<file path="src/rtl/simd_pkg.sv">
package simd_pkg;
  typedef enum logic [3:0] {
    OP_ADD    = 4'd0,
    OP_SUB    = 4'd1,
    OP_MIN    = 4'd2,
    OP_MAX    = 4'd3,
    OP_EQ     = 4'd4,
    OP_LT     = 4'd5,
    OP_SHUF   = 4'd6,
    OP_PACK   = 4'd7,
    OP_DOT    = 4'd8,
    OP_DOTACC = 4'd9
  } simd_op_e;
endpackage

</file>
<file path="src/rtl/simd_lane_op.sv">
module simd_lane_op
  import simd_pkg::*;
#(
  parameter int W = 8
) (
  input  logic [W-1:0] a_i,
  input  logic [W-1:0] b_i,
  input  logic [3:0]   op_i,
  input  logic         signed_i,
  output logic [W-1:0] res_o
);
  logic signed [W:0] a_x, b_x;
  logic              a_lt_b;

  // one extra bit makes signed and unsigned order a single compare
  assign a_x    = {signed_i & a_i[W-1], a_i};
  assign b_x    = {signed_i & b_i[W-1], b_i};
  assign a_lt_b = a_x < b_x;

  always_comb begin
    case (op_i)
      OP_ADD:  res_o = a_i + b_i;
      OP_SUB:  res_o = a_i - b_i;
      OP_MIN:  res_o = a_lt_b ? a_i : b_i;
      OP_MAX:  res_o = a_lt_b ? b_i : a_i;
      OP_EQ:   res_o = (a_i == b_i) ? '1 : '0;
      OP_LT:   res_o = a_lt_b ? '1 : '0;
      default: res_o = '0;
    endcase
  end
endmodule

</file>
<file path="src/rtl/simd_shuffle.sv">
module simd_shuffle #(
  parameter int W = 8,
  parameter int N = 4
) (
  input  logic [W*N-1:0] a_i,
  input  logic [W*N-1:0] idx_i,
  output logic [W*N-1:0] res_o
);
  localparam int IdxW = (N > 1) ? $clog2(N) : 1;

  for (genvar k = 0; k < N; k++) begin : g_lane
    logic [IdxW-1:0] sel;
    assign sel = idx_i[k*W +: IdxW];
    assign res_o[k*W +: W] = a_i[sel*W +: W];
  end
endmodule

</file>
<file path="src/rtl/simd_dot.sv">
module simd_dot #(
  parameter int W = 8,
  parameter int N = 4
) (
  input  logic [W*N-1:0] a_i,
  input  logic [W*N-1:0] b_i,
  input  logic [W*N-1:0] c_i,
  input  logic           signed_i,
  input  logic           acc_i,
  output logic [W*N-1:0] res_o
);
  localparam int DW = W * N;

  logic [DW-1:0] prod [N];

  for (genvar k = 0; k < N; k++) begin : g_mul
    logic [DW-1:0] a_x, b_x;
    assign a_x = {{(DW-W){signed_i & a_i[k*W+W-1]}}, a_i[k*W +: W]};
    assign b_x = {{(DW-W){signed_i & b_i[k*W+W-1]}}, b_i[k*W +: W]};
    assign prod[k] = a_x * b_x;
  end

  always_comb begin
    res_o = acc_i ? c_i : '0;
    for (int k = 0; k < N; k++) res_o = res_o + prod[k];
  end
endmodule

</file>
<file path="src/rtl/simd_alu.sv">
module simd_alu
  import simd_pkg::*;
#(
  parameter int DATA_W = 32
) (
  input  logic              clk_i,
  input  logic              rst_ni,
  input  logic [DATA_W-1:0] op_a_i,
  input  logic [DATA_W-1:0] op_b_i,
  input  logic [DATA_W-1:0] op_c_i,
  input  logic [3:0]        op_i,
  input  logic              lane8_i,
  input  logic              signed_i,
  input  logic              scalar_i,
  output logic [DATA_W-1:0] result_o
);
  localparam int NarrowW = DATA_W / 4;
  localparam int WideW   = DATA_W / 2;
  localparam int NarrowN = DATA_W / NarrowW;
  localparam int WideN   = DATA_W / WideW;

  logic [DATA_W-1:0] b_eff;
  logic [DATA_W-1:0] lane_n, lane_w, shuf_n, shuf_w, dot_n, dot_w;
  logic [DATA_W-1:0] res_d;
  logic              dot_acc;

  always_comb begin
    if (!scalar_i)    b_eff = op_b_i;
    else if (lane8_i) b_eff = {NarrowN{op_b_i[NarrowW-1:0]}};
    else              b_eff = {WideN{op_b_i[WideW-1:0]}};
  end

  for (genvar k = 0; k < NarrowN; k++) begin : g_narrow
    simd_lane_op #(.W(NarrowW)) i_lane (
      .a_i(op_a_i[k*NarrowW +: NarrowW]), .b_i(b_eff[k*NarrowW +: NarrowW]),
      .op_i(op_i), .signed_i(signed_i), .res_o(lane_n[k*NarrowW +: NarrowW]));
  end

  for (genvar k = 0; k < WideN; k++) begin : g_wide
    simd_lane_op #(.W(WideW)) i_lane (
      .a_i(op_a_i[k*WideW +: WideW]), .b_i(b_eff[k*WideW +: WideW]),
      .op_i(op_i), .signed_i(signed_i), .res_o(lane_w[k*WideW +: WideW]));
  end

  simd_shuffle #(.W(NarrowW), .N(NarrowN)) i_shuf_n (
    .a_i(op_a_i), .idx_i(b_eff), .res_o(shuf_n));
  simd_shuffle #(.W(WideW), .N(WideN)) i_shuf_w (
    .a_i(op_a_i), .idx_i(b_eff), .res_o(shuf_w));

  assign dot_acc = (op_i == OP_DOTACC);

  simd_dot #(.W(NarrowW), .N(NarrowN)) i_dot_n (
    .a_i(op_a_i), .b_i(b_eff), .c_i(op_c_i), .signed_i(signed_i),
    .acc_i(dot_acc), .res_o(dot_n));
  simd_dot #(.W(WideW), .N(WideN)) i_dot_w (
    .a_i(op_a_i), .b_i(b_eff), .c_i(op_c_i), .signed_i(signed_i),
    .acc_i(dot_acc), .res_o(dot_w));

  always_comb begin
    case (op_i)
      OP_ADD, OP_SUB, OP_MIN, OP_MAX, OP_EQ, OP_LT:
                        res_d = lane8_i ? lane_n : lane_w;
      OP_SHUF:          res_d = lane8_i ? shuf_n : shuf_w;
      OP_PACK:          res_d = {op_a_i[WideW-1:0], op_b_i[WideW-1:0]};
      OP_DOT, OP_DOTACC: res_d = lane8_i ? dot_n : dot_w;
      default:          res_d = '0;
    endcase
  end

  always_ff @(posedge clk_i or negedge rst_ni) begin
    if (!rst_ni) result_o <= '0;
    else         result_o <= res_d;
  end


  rst_clear_chk: assert property (@(posedge clk_i) !rst_ni |-> result_o == '0);


  pack_layout_chk: assert property (@(posedge clk_i) disable iff (!rst_ni)
    $past(op_i == OP_PACK) |->
      result_o == {$past(op_a_i[WideW-1:0]), $past(op_b_i[WideW-1:0])});


  cmp_mask_chk: assert property (@(posedge clk_i) disable iff (!rst_ni)
    $past((op_i == OP_EQ || op_i == OP_LT) && lane8_i) |->
      ((result_o[7:0] == 8'h00 || result_o[7:0] == 8'hff) &&
       (result_o[15:8] == 8'h00 || result_o[15:8] == 8'hff) &&
       (result_o[23:16] == 8'h00 || result_o[23:16] == 8'hff) &&
       (result_o[31:24] == 8'h00 || result_o[31:24] == 8'hff)));


  eq_self_ones_chk: assert property (@(posedge clk_i) disable iff (!rst_ni)
    $past(op_i == OP_EQ && !scalar_i && op_a_i == op_b_i) |-> result_o == '1);


  sub_self_zero_chk: assert property (@(posedge clk_i) disable iff (!rst_ni)
    $past(op_i == OP_SUB && !scalar_i && op_a_i == op_b_i) |-> result_o == '0);


  shuf_idx0_chk: assert property (@(posedge clk_i) disable iff (!rst_ni)
    $past(op_i == OP_SHUF && lane8_i && !scalar_i && (op_b_i & 32'h0303_0303) == '0)
      |-> result_o == {NarrowN{$past(op_a_i[NarrowW-1:0])}});


  dotacc_zero_a_chk: assert property (@(posedge clk_i) disable iff (!rst_ni)
    $past(op_i == OP_DOTACC && op_a_i == '0) |-> result_o == $past(op_c_i));


  undef_op_chk: assert property (@(posedge clk_i) disable iff (!rst_ni)
    $past(op_i > OP_DOTACC) |-> result_o == '0);
endmodule

</file>
<file path="config.mk">
export PLATFORM = sky130hd
export DESIGN_NAME = simd_alu
export DESIGN_NICKNAME = d
export VERILOG_FILES = /design/src/rtl/simd_pkg.sv /design/src/rtl/simd_lane_op.sv /design/src/rtl/simd_shuffle.sv /design/src/rtl/simd_dot.sv /design/src/rtl/simd_alu.sv
export SDC_FILE = /design/constraint.sdc
export NUM_CORES = 2
export LEC_CHECK = 0
export BUFFER_PORTS_ARGS = -buffer_cell sky130_fd_sc_hd__clkbuf_2
export CORE_MARGIN = 2
export CORE_UTILIZATION = 40
export CTS_BUF_LIST = sky130_fd_sc_hd__clkbuf_2 sky130_fd_sc_hd__clkbuf_4 sky130_fd_sc_hd__clkbuf_8
export DETAILED_ROUTE_END_ITERATION = 10
export PLACE_DENSITY = 0.52
export RECOVER_POWER = 100
export SLEW_MARGIN = 20
export SYNTH_ARGS = -nofsm -noshare
export SYNTH_HDL_FRONTEND = slang
export SYNTH_HIERARCHICAL = 1
export SYNTH_SLANG_ARGS = --single-unit
</file>
<file path="constraint.sdc">
create_clock -name clk_i -period 1.5 [get_ports clk_i]
set_clock_uncertainty 0.15 [all_clocks]
set_input_delay 0.3 -clock clk_i [delete_from_list [all_inputs] [get_ports clk_i]]
set_output_delay 0.3 -clock clk_i [all_outputs]
set_load 0.02 [all_outputs]
</file>
==> results.md <==
Layout:
- The area of all sequential standard cells is 807 um^2.
- In the final design database the tool counted 8,215 nets.
- For this run, the share of the core covered by cells in the final layout is 0.495.
- The final cell count without fillers is 8,256.
- Summing all multi-input logic gate instances after layout gives 45,100 um^2.
- Relative to the synthesized area, the layout overhead comes to 23.1%.
- The number of flip-flops under the largest register name is 32.
- Once layout is done, the placed cells without fillers occupy 61,900 um^2.
- The largest registers in the layout are result_o: 32 flops.
- The number of filler cells placed in the layout is 12,100.
- The top register by number of flip-flops is result_o.
- The fraction of layout cells with a size suffix above 1 is 0.239.

Setup path:
- The slowest stage of the critical path is the sky130_fd_sc_hd__fa_1 cell.
- For the worst setup path, the data arrival time is 9.37 ns.
- The startpoint type of the worst setup path is a primary input.
- Of all nets on the critical path, the largest fanout is 7.
- The worst setup path is captured at a flop.
- The critical path class is primary input to flop.
- The most numerous cell on the critical path is sky130_fd_sc_hd__fa_1.
- On the worst path, the slowest cell contributes a delay of 0.54 ns.
- The required arrival time at the worst endpoint is 1.61 ns.

Floorplan:
- The initial standard-cell utilization of the core is 0.402.
- Measured along the x axis, the die boundary spans 358 um.
- The die area is 129,000 um^2.
- The number of primary I/O pins is 137.
- The floorplan step defined a core boundary enclosing 125,000 um^2.
- The vertical die dimension is 358 um.
- The row count is 130.

Synth:
- The share of the synthesized area in the top cell type is 0.407.
- In this run the mean area of a mapped cell was 8.87 um^2.
- The total nets after synthesis is 7,280.
- The synthesized cell area is 50,300 um^2.
- The number of unique standard cell types used by synthesis is 94.
- Counting flops with an async set or reset pin after synthesis yields a share of 1.00.
- The main flop type after synthesis is sky130_fd_sc_hd__dfrtp_1.
- Yosys attributes the largest share of cell area to sky130_fd_sc_hd__fa_1, sky130_fd_sc_hd__ha_1, sky130_fd_sc_hd__inv_1, sky130_fd_sc_hd__and2_1, sky130_fd_sc_hd__nand2_1.
- The commonest cells after synthesis are sky130_fd_sc_hd__inv_1, sky130_fd_sc_hd__fa_1, sky130_fd_sc_hd__nand2_1, sky130_fd_sc_hd__ha_1, sky130_fd_sc_hd__and2_1.
- For this run, the register share of the synthesized area comes to 0.0159.
- Yosys printed 6 warnings.
- The flip-flop and latch count after synthesis is 32.
- The post-synthesis cell count is 5,664.
- The most numerous cell in the Yosys netlist is sky130_fd_sc_hd__inv_1.
- Yosys mapped a number of flops with a built-in enable equal to 0.
- Of all cell types, the one taking the most synthesized area is sky130_fd_sc_hd__fa_1.

Place:
- The congestion estimate from routability-driven global placement came to 1.03.
- Once placement completed, the tool counted placed cells totaling 8,197.
- After detailed placement, the total cell area comes to 59,900 um^2.
- Port buffering added 136 buffers.
- After legalization and detailed placement, the total HPWL measured 154,000 um.

Clock network:
- CTS placed an instance of sky130_fd_sc_hd__clkbuf_8 at the clock tree root.
- In this run, CTS created clock tree buffers numbering 5.
- The clock net in this run drives a total of 32 sinks.
- TritonCTS built the clock tree.
- The depth of the CTS H-tree is 2.
- The clock edge transition at the registers on the reported setup and hold paths is 0.14 ns.
- The buffer levels on the longest clock path is 2.

Detailed routing:
- The first-pass iteration count of the detailed router is 6.
- The number of routed nets with antenna violations is 0.
- The met3 routed wirelength is 12,800 um.
- The average vias per placed instance is 5.22.
- In the routed design, unresolved DRC markers number 0.
- After detailed routing, the total wire length is 182,000 um.
- The first-iteration detailed-routing DRC count is 3,281.
- The met2 wire length is 84,100 um.
- In the final routed layout, each cell accounts on average for 22.1 um.
- The wire length on met1 is 78,400 um.
- The routed layout has 43,100 vias.
- The highest metal layer carrying signal wires in the routed design is met5.

Global routing:
- The overall fraction of global-route tracks in use is 0.290.
- The aggregate global routing overflow is 0.
- The wire length of the first global-routing pass is 278,000 um.
- The initial antenna violation count is 19.
- Entering global routing, the biggest net connects 72 pins.
- The via count of the first global-routing pass is 44,700.

Timing:
- Static timing analysis puts the maximum clock frequency at 108 MHz.
- The worst-case setup margin in the final layout is -7.76 ns.
- Setup repair after global routing could not meet its margin everywhere.
- Of the available clock period, the critical path in the final layout requires 6.17.
- The count of endpoints failing setup in the final report is 37.
- The number of endpoints with negative hold slack in the final report came to 0.
- The headroom to the max-slew limit is 0.424.
- The number of slew-limit violations in the final report came to 0.
- The slew of the pin with the lowest slew margin is 0.864 ns.
- The sum of negative setup slack is -209.54 ns.
- The final critical delay including setup and external delays is 9.26 ns.

Run status:
- The flow ran to the end, but the final reports show violations.
- The final reports fail on setup timing.

Job:
- The tool flagged a number of max-cap violations equal to 0.

Min path:
- The path category of the worst min-delay check is primary input to flop.
## routing by layer
layer | global-route usage | vias up
met2 | 0.472 | 1428
met1 | 0.400 | 22000
met5 | 0 | -
met3 | 0.0412 | 226
li1 | - | 19500
met4 | 0.0873 | 8
## stage by stage
step / setup slack (ns) / hold WS [ns]
5_1_grt: -8.17 / 0.117
4_1_cts: -7.81 / 0.0961
6_report: -7.76 / 0.129
2_1_floorplan: -8.27 / -0.146
3_5_place_dp: -8.49 / 0.136
3_3_place_gp: -8.44 / 0.136
## timing repair
item,CTS,global route
pin swaps,116,91
gates resized for setup,196,116
endpoints found under the setup margin,39,39
hold buffers,1,0
setup buffers,39,9
hold endpoints to repair,32,0
cloned,1,1
## layout make-up
cell class                      count  area share
Antenna cell                        6    0.000243
Clock buffer                        6     0.00123
Clock inverter                      2    0.000566
Inverter                         1262      0.0767
Multi-Input combinational cell   4126       0.729
Sequential cell                    32      0.0130
Tap cell                         1650      0.0334
Timing Repair Buffer             1172       0.146
## kinds of logic after synthesis
| kind of cell | synth area share |
|---|---|
| and+or+nand+nor | 0.148 |
| adders and majority gates | 0.529 |
| buffers and inverters | 0.120 |
| AOI/OAI and AO/OA | 0.0895 |
| muxes | 0.0587 |
| xor gates and xnor gates | 0.0401 |
| DFF | 0.0159 |
## path summary, 6_finish.rpt
path / startpoint / endpoint / slack, ns / depth (start not counted)
min in group asynchronous: rst_ni / result_o[15] / 0.42 / 3
worst max-delay path: scalar_i / result_o[30] / -7.76 / 37
worst min-delay path: op_b_i[15] / result_o[15] / 0.13 / 2
max in group asynchronous: rst_ni / result_o[23] / 0.31 / 3
## critical path, delay by kind of cell
family / cells / cell delay (ns)
AND/OR/NAND/NOR: 9 / 1.90
AO/OA/AOI/OAI: 7 / 1.22
multiplexers: 2 / 0.47
adder cells (fa/ha/maj): 10 / 4.59
buffers and inverters: 7 / 0.43
XOR/XNOR: 2 / 0.41
## layout by cell type, fill, tap and decap left out, types with 67 or more instances in the layout
cell type,n
sky130_fd_sc_hd__and2_1,382
sky130_fd_sc_hd__nand2_1,586
sky130_fd_sc_hd__a21oi_1,90
sky130_fd_sc_hd__xnor2_1,157
sky130_fd_sc_hd__mux2i_1,148
sky130_fd_sc_hd__buf_4,975
sky130_fd_sc_hd__nand3_1,67
sky130_fd_sc_hd__inv_1,1226
sky130_fd_sc_hd__clkbuf_2,101
sky130_fd_sc_hd__o21ai_0,106
sky130_fd_sc_hd__fa_1,1006
sky130_fd_sc_hd__ha_1,443
sky130_fd_sc_hd__nor2_1,199
Power is not shown: default switching activity piles up to over one toggle a cycle in this logic, so the estimate is an artifact.
